--- config.mk ---
export PLATFORM = sky130hd
export DESIGN_NAME = bus_wait_seq
export DESIGN_NICKNAME = d
export VERILOG_FILES = /design/src/rtl/wsq_pkg.sv /design/src/rtl/wsq_cfg_reg.sv /design/src/rtl/wsq_wait_sel.sv /design/src/rtl/wsq_seq_fsm.sv /design/src/rtl/bus_wait_seq.sv
export SDC_FILE = /design/constraint.sdc
export NUM_CORES = 1
export LEC_CHECK = 0
export ABC_CLOCK_PERIOD_IN_PS = 3900
export BUFFER_PORTS_ARGS = -buffer_cell sky130_fd_sc_hd__clkbuf_2
export CORE_MARGIN = 2
export CORE_UTILIZATION = 35
export CTS_CLUSTER_DIAMETER = 30
export DETAILED_ROUTE_END_ITERATION = 8
export GPL_ROUTABILITY_DRIVEN = 0
export SETUP_SLACK_MARGIN = 0.02
export SYNTH_ARGS = -nofsm -noshare
export SYNTH_HDL_FRONTEND = slang
export SYNTH_SLANG_ARGS = --single-unit
--- constraint.sdc ---
create_clock -name clk -period 3.9 [get_ports clk]
set_clock_uncertainty 0.1 [all_clocks]
set_input_delay 0.585 -clock clk [delete_from_list [all_inputs] [get_ports clk]]
set_output_delay 0.585 -clock clk [all_outputs]
set_load 0.01 [all_outputs]
--- src/rtl/wsq_pkg.sv ---
package wsq_pkg;
    typedef enum logic [2:0] {
        ST_IDLE,
        ST_GAP,
        ST_ADDR,
        ST_WAIT,
        ST_DATA
    } wsq_state_e;

    localparam logic [1:0] WM_NONE = 2'b00;
    localparam logic [1:0] WM_ONE  = 2'b01;
    localparam logic [1:0] WM_TWO  = 2'b10;
    localparam logic [1:0] WM_LONG = 2'b11;
endpackage

--- src/rtl/wsq_cfg_reg.sv ---
module wsq_cfg_reg #(
    parameter int         AREAS    = 4,
    parameter logic [1:0] RST_IDLE = 2'b10,
    parameter logic [1:0] RST_WAIT = 2'b11
) (
    input  logic                      clk,
    input  logic                      rst_n,
    input  logic                      cfg_we,
    input  logic [4*AREAS-1:0]        cfg_wdata,
    output logic [AREAS-1:0][1:0]     idle_len,
    output logic [AREAS-1:0][1:0]     wait_mode
);
    localparam int                 HALF    = 2 * AREAS;
    localparam logic [4*AREAS-1:0] CFG_RST = {{AREAS{RST_IDLE}}, {AREAS{RST_WAIT}}};

    logic [4*AREAS-1:0] cfg_d, cfg_q;

    always_comb begin
        cfg_d = cfg_q;
        if (cfg_we) cfg_d = cfg_wdata;
    end

    always_ff @(posedge clk or negedge rst_n) begin
        if (!rst_n) cfg_q <= CFG_RST;
        else        cfg_q <= cfg_d;
    end

    // per-area field extraction; reserved idle code folds to two cycles
    for (genvar a = 0; a < AREAS; a++) begin : g_area
        logic [1:0] icode;
        assign icode        = cfg_q[HALF + 2*a +: 2];
        assign idle_len[a]  = (icode == 2'b11) ? 2'b10 : icode;
        assign wait_mode[a] = cfg_q[2*a +: 2];
    end
endmodule

--- src/rtl/wsq_wait_sel.sv ---
module wsq_wait_sel
    import wsq_pkg::*;
#(
    parameter int LW_W = 2,
    localparam int WAIT_W = LW_W + 1
) (
    input  logic [1:0]        mode,
    input  logic [LW_W-1:0]   long_wait,
    output logic [WAIT_W-1:0] n_wait
);
    always_comb begin
        unique case (mode)
            WM_NONE: n_wait = WAIT_W'(0);
            WM_ONE:  n_wait = WAIT_W'(1);
            WM_TWO:  n_wait = WAIT_W'(2);
            default: n_wait = WAIT_W'(long_wait) + WAIT_W'(1);
        endcase
    end
endmodule

--- src/rtl/wsq_seq_fsm.sv ---
module wsq_seq_fsm
    import wsq_pkg::*;
#(
    parameter int AREAS  = 4,
    parameter int ADDR_W = 16,
    parameter int DATA_W = 16,
    parameter int LW_W   = 2,
    localparam int AREA_W = (AREAS > 1) ? $clog2(AREAS) : 1,
    localparam int WAIT_W = LW_W + 1
) (
    input  logic                  clk,
    input  logic                  rst_n,
    input  logic                  req_valid,
    input  logic [AREA_W-1:0]     req_area,
    input  logic                  req_write,
    input  logic [ADDR_W-1:0]     req_addr,
    input  logic [DATA_W-1:0]     req_wdata,
    output logic                  req_ready,
    input  logic [AREAS-1:0][1:0] idle_len,
    input  logic [WAIT_W-1:0]     n_wait,
    input  logic                  bus_wait_n,
    input  logic [DATA_W-1:0]     bus_rdata,
    output logic                  bus_act,
    output logic                  bus_rd_n,
    output logic                  bus_wr_n,
    output logic [AREA_W-1:0]     bus_area,
    output logic [ADDR_W-1:0]     bus_addr,
    output logic [DATA_W-1:0]     bus_wdata,
    output logic                  done,
    output logic [DATA_W-1:0]     rdata
);
    typedef struct packed {
        wsq_state_e          state;
        logic [1:0]          cnt;
        logic [WAIT_W-1:0]   wcnt;
        logic [AREA_W-1:0]   area;
        logic                write;
        logic [ADDR_W-1:0]   addr;
        logic [DATA_W-1:0]   wdata;
        logic                have_prev;
        logic                done;
        logic [DATA_W-1:0]   rdata;
    } fsm_s;

    fsm_s st_d, st_q;
    logic       need_gap;
    logic [1:0] gap_len;

    // gap decision uses the area and direction of the access just finished
    always_comb begin
        need_gap = st_q.have_prev &&
                   ((req_area != st_q.area) || (!st_q.write && req_write));
        gap_len  = need_gap ? idle_len[st_q.area] : 2'b00;
    end

    always_comb begin
        st_d      = st_q;
        st_d.done = 1'b0;
        unique case (st_q.state)
            ST_IDLE: begin
                if (req_valid) begin
                    st_d.area      = req_area;
                    st_d.write     = req_write;
                    st_d.addr      = req_addr;
                    st_d.wdata     = req_wdata;
                    st_d.wcnt      = n_wait;
                    st_d.have_prev = 1'b1;
                    if (gap_len != 2'b00) begin
                        st_d.state = ST_GAP;
                        st_d.cnt   = gap_len;
                    end else begin
                        st_d.state = ST_ADDR;
                    end
                end
            end
            ST_GAP: begin
                if (st_q.cnt <= 2'd1) st_d.state = ST_ADDR;
                else                  st_d.cnt   = st_q.cnt - 2'd1;
            end
            ST_ADDR: begin
                if (st_q.wcnt == '0) begin
                    st_d.state = ST_DATA;
                end else begin
                    st_d.state = ST_WAIT;
                    st_d.wcnt  = st_q.wcnt - WAIT_W'(1);
                end
            end
            ST_WAIT: begin
                if (st_q.wcnt != '0)  st_d.wcnt  = st_q.wcnt - WAIT_W'(1);
                else if (bus_wait_n)  st_d.state = ST_DATA;
            end
            ST_DATA: begin
                st_d.state = ST_IDLE;
                st_d.done  = 1'b1;
                if (!st_q.write) st_d.rdata = bus_rdata;
            end
            default: st_d.state = ST_IDLE;
        endcase
    end

    always_ff @(posedge clk or negedge rst_n) begin
        if (!rst_n) begin
            st_q       <= '0;
            st_q.state <= ST_IDLE;
        end else begin
            st_q <= st_d;
        end
    end

    assign req_ready = (st_q.state == ST_IDLE);
    assign bus_act   = (st_q.state == ST_ADDR) || (st_q.state == ST_WAIT) ||
                       (st_q.state == ST_DATA);
    assign bus_rd_n  = !(bus_act && !st_q.write);
    assign bus_wr_n  = !(bus_act && st_q.write);
    assign bus_area  = st_q.area;
    assign bus_addr  = st_q.addr;
    assign bus_wdata = st_q.wdata;
    assign done      = st_q.done;
    assign rdata     = st_q.rdata;

    a_r8_done_single: assert property (@(posedge clk) disable iff (!rst_n)
        st_q.done |=> !st_q.done);
    a_r4_wait_hold: assert property (@(posedge clk) disable iff (!rst_n)
        (st_q.state == ST_WAIT && st_q.wcnt == '0 && !bus_wait_n) |=> (st_q.state == ST_WAIT));
    a_r3_zero_wait: assert property (@(posedge clk) disable iff (!rst_n)
        (st_q.state == ST_ADDR && st_q.wcnt == '0) |=> (st_q.state == ST_DATA));
    a_r5_gap_bound: assert property (@(posedge clk) disable iff (!rst_n)
        (st_q.state == ST_GAP) |-> (st_q.cnt == 2'd1 || st_q.cnt == 2'd2));
endmodule

--- src/rtl/bus_wait_seq.sv ---
module bus_wait_seq
    import wsq_pkg::*;
#(
    parameter int AREAS  = 4,
    parameter int ADDR_W = 16,
    parameter int DATA_W = 16,
    parameter int LW_W   = 2,
    localparam int AREA_W = (AREAS > 1) ? $clog2(AREAS) : 1,
    localparam int CFG_W  = 4 * AREAS,
    localparam int WAIT_W = LW_W + 1
) (
    input  logic              clk,
    input  logic              rst_n,
    input  logic              cfg_we,
    input  logic [CFG_W-1:0]  cfg_wdata,
    input  logic [LW_W-1:0]   long_wait,
    input  logic              req_valid,
    output logic              req_ready,
    input  logic [AREA_W-1:0] req_area,
    input  logic              req_write,
    input  logic [ADDR_W-1:0] req_addr,
    input  logic [DATA_W-1:0] req_wdata,
    output logic              bus_act,
    output logic              bus_rd_n,
    output logic              bus_wr_n,
    output logic [AREA_W-1:0] bus_area,
    output logic [ADDR_W-1:0] bus_addr,
    output logic [DATA_W-1:0] bus_wdata,
    input  logic              bus_wait_n,
    input  logic [DATA_W-1:0] bus_rdata,
    output logic              done,
    output logic [DATA_W-1:0] rdata
);
    logic [AREAS-1:0][1:0] idle_len;
    logic [AREAS-1:0][1:0] wait_mode;
    logic [1:0]            req_mode;
    logic [WAIT_W-1:0]     n_wait;

    wsq_cfg_reg #(.AREAS(AREAS)) u_cfg (
        .clk       (clk),
        .rst_n     (rst_n),
        .cfg_we    (cfg_we),
        .cfg_wdata (cfg_wdata),
        .idle_len  (idle_len),
        .wait_mode (wait_mode)
    );

    assign req_mode = wait_mode[req_area];

    wsq_wait_sel #(.LW_W(LW_W)) u_wsel (
        .mode      (req_mode),
        .long_wait (long_wait),
        .n_wait    (n_wait)
    );

    wsq_seq_fsm #(
        .AREAS(AREAS), .ADDR_W(ADDR_W), .DATA_W(DATA_W), .LW_W(LW_W)
    ) u_fsm (
        .clk        (clk),
        .rst_n      (rst_n),
        .req_valid  (req_valid),
        .req_area   (req_area),
        .req_write  (req_write),
        .req_addr   (req_addr),
        .req_wdata  (req_wdata),
        .req_ready  (req_ready),
        .idle_len   (idle_len),
        .n_wait     (n_wait),
        .bus_wait_n (bus_wait_n),
        .bus_rdata  (bus_rdata),
        .bus_act    (bus_act),
        .bus_rd_n   (bus_rd_n),
        .bus_wr_n   (bus_wr_n),
        .bus_area   (bus_area),
        .bus_addr   (bus_addr),
        .bus_wdata  (bus_wdata),
        .done       (done),
        .rdata      (rdata)
    );

    a_r9_ready_quiet: assert property (@(posedge clk) disable iff (!rst_n)
        req_ready |-> (bus_rd_n && bus_wr_n));
    a_r10_one_strobe: assert property (@(posedge clk) disable iff (!rst_n)
        !(!bus_rd_n && !bus_wr_n));
    a_r10_addr_hold: assert property (@(posedge clk) disable iff (!rst_n)
        (bus_act && $past(bus_act)) |-> ($stable(bus_addr) && $stable(bus_area)));
    a_r11_done_after_bus: assert property (@(posedge clk) disable iff (!rst_n)
        done |-> $past(bus_act));
endmodule

==> impl_metrics.yaml <==
drt:
  routed-via-count: 2240
  final_antenna_net_count: 0
  drtPass1Iterations: 4
  dr.first_iter.drc_count: 40
  routed_wire_length_per_instance_um: 12.8
  postRouteWirelength_um: 6400
  routed_via_density: 4.49
  drt_drc_violations_left: 0
worst_setup_path:
  slowest_delay_ns: 0.58
  end_kind: "flop"
  cp_top_family: "simple AND/OR/NAND/NOR gates"
  crit_chain: "or2_2 > nor2b_4 > buf_4 > mux2_2"
  worstPathArrival_ns: 2.42
  path_buf_inv: 1
  start_kind: "flop"
  cp_slowest_cell: "nor2b_4"
  path_max_fanout: 26
  worstSetupPathType: "reg2reg"
  required_ns: 4.03
pwr:
  p_per_area_nw_per_um2: 703
  p_leak_nw: 2.08
  ir_drop_mv: 0.209
synthesis:
  yosysWarningCount: 0
  synth_cells: 274
  async_reset_ff_share_pct: 100
  yosys_most_used_dff: "dfrtp_1"
  ys_seq_elements: 77
  synth_edf_count: 0
  synth_fp_nets: 352
  seq_area_frac_synth_pct: 53.5
  syn_avg_cell_area_um2: 13.2
  syn_area_um2: 3630
  yosysUniqueCellTypes: 38
timing:
  rsz0062_at_grt: "no"
  worstMarginPinSlew_ns: 0.951
  fin_crit_ns: 2.29
  max_freq_ghz: 0.436
  slew_headroom_pct: 36.6
  maxSlewViolCount: 0
  final.setup.tns_ns: 0
  setup_viol: 0
  finalHoldViolations: 0
  fin_ws_ns: 1.61
  period_share_pct: 58.8
floorplanning:
  fp.coreArea_um2: 10200
  die_area_um2: 11200
  dieHeight_um: 106
  initial_core_util_pct: 35.6
  ioPinCount: 129
  row_count: 37
  dieWidth_um: 106
clocking:
  numCtsBuffers: 9
  cts_tree: "built"
  postCtsSetupRepairBufs: 0
  clockBufferDepth: 2
  insertion_delay_ns: 0.34
  cts.htree.levels: 3
  cts_root_buf: "clkbuf_8"
  cts_hold_buf: 0
  path_clk_slew_ns: 0.08
  clkSinkCount: 77
  cts-resized-gates: 0
grt:
  grt_pass1_wl_um: 10400
  grt_pass1_vias: 2171
  met3_usage_pct: 4.70
  grt_max_degree: 78
  grt-busiest-layer: "met2"
  grtUsageMet1_pct: 14.8
  groute.usage.overall_pct: 11.7
  antenna_found_initial: 0
  use_met2_pct: 18.2
  grt-ovfl-total: 0
cells_and_area:
  areaGrowthSynthToFinish_pct: 17.4
  drive_gt1_share_pct: 64.7
  layout.nets: 436
  antenna_cells: 0
status:
  status: "completed"
place:
  post-place-ws_ns: 1.37
  portBuffers: 128
  place_hpwl_um: 4730
worst_hold_path:
  hold_class: "in2async"
flow_run:
  drv_cap: 0
[placed cells by master (no fill, tap or decap), drive strengths merged, types with 2 or more instances in the layout]
cell type,n
nand2,8
nor2,4
a21oi,5
dfrtp,65
xor2,2
dfstp,12
ha,4
inv,7
clkbuf,137
o21ai,7
nor4bb,2
nand2b,3
buf,4
mux2,68
nor2b,4
nor4b,2
clkinv,5
mux4,3
nor3,2
nand3,4
or2,2
[metrics by stage]
step           instances  cell area, um2  total power, W  utilization, %  hold WS, ns
2_1_floorplan        274            3630         0.00230               -        0.189
3_3_place_gp         483            4060         0.00241            39.9        0.356
3_5_place_dp         483            4060         0.00244            39.9        0.359
4_1_cts              499            4260         0.00305            41.8        0.316
5_1_grt              499            4260         0.00323            41.8        0.339
6_report             499            4260         0.00299            41.8        0.288
[registers in the layout (all words and copies together), names as in the netlist]
name and count:
u_fsm.bus_area 2, u_fsm.bus_addr 16, u_cfg.cfg_q 16, u_fsm.bus_wdata 16
u_fsm.st_q 10, u_fsm.rdata 16, u_fsm.done 1
[layer usage]
metal	vias up	routed length (um)
li1	1075	-
met2	83	2940
met1	1075	2880
met5	-	0
met4	0	74
met3	7	504
[synth_stat cells, types with 3 or more instances]
cell	count	area share [%]
a21oi_1	4	0.55
o21ai_0	6	0.83
buf_2	5	0.69
nor2b_1	4	0.69
mux2_2	67	21
nand2b_1	3	0.52
dfrtp_1	65	45
inv_1	7	0.72
buf_4	50	10
nor2_1	4	0.41
ha_1	4	1.4
nand3_1	4	0.55
nand2_1	8	0.83
dfstp_2	12	8.7
[kinds of logic (layout without fill, tap and decap cells)]
logic type / after synthesis / after routing / share of synthesized area (%)
DFF: 77 / 77 / 53.5
muxes: 71 / 71 / 23.2
buffers and inverters: 65 / 154 / 12.1
and+or+nand+nor: 35 / 35 / 5.58
AOI/OAI and AO/OA: 20 / 20 / 3.83
adders and majority gates: 4 / 4 / 1.38
xor gates and xnor gates: 2 / 2 / 0.483
[worst paths after layout]
| path | startpoint | to | slack [ns] | depth (start not counted) |
|---|---|---|---|---|
| max reg2reg | u_fsm.st_q[59] | u_fsm.bus_wdata[0] | 1.61 | 4 |
| min in group clk | bus_rdata[2] | u_fsm.rdata[2] | 0.37 | 2 |
| min | rst_n | u_fsm.rdata[1] | 0.29 | 1 |
| min reg2reg | u_fsm.st_q[17] | u_fsm.st_q[17] | 0.39 | 1 |
| max in group asynchronous | rst_n | u_fsm.bus_wdata[9] | 2.80 | 1 |
| max | u_fsm.st_q[59] | u_fsm.bus_wdata[0] | 1.61 | 4 |
[where the power goes]
group	total [W]	leakage (nW)	internal, W	switching [W]
clock	0.000598	0.106	0.000312	0.000287
combinational	0.00110	1.06	0.000580	0.000517
sequential	0.00130	0.918	0.00111	0.000189
[cell type report]
cell class,instances,area (um2)
clock buffers,10,138
clock inverters,6,62.6
fillers,1012,5920
inverters,7,26.3
multi-input cells,132,1260
flip-flops and latches,77,1940
well taps,136,170
repair buffers,131,666
Power figures use the tool's default switching activity.
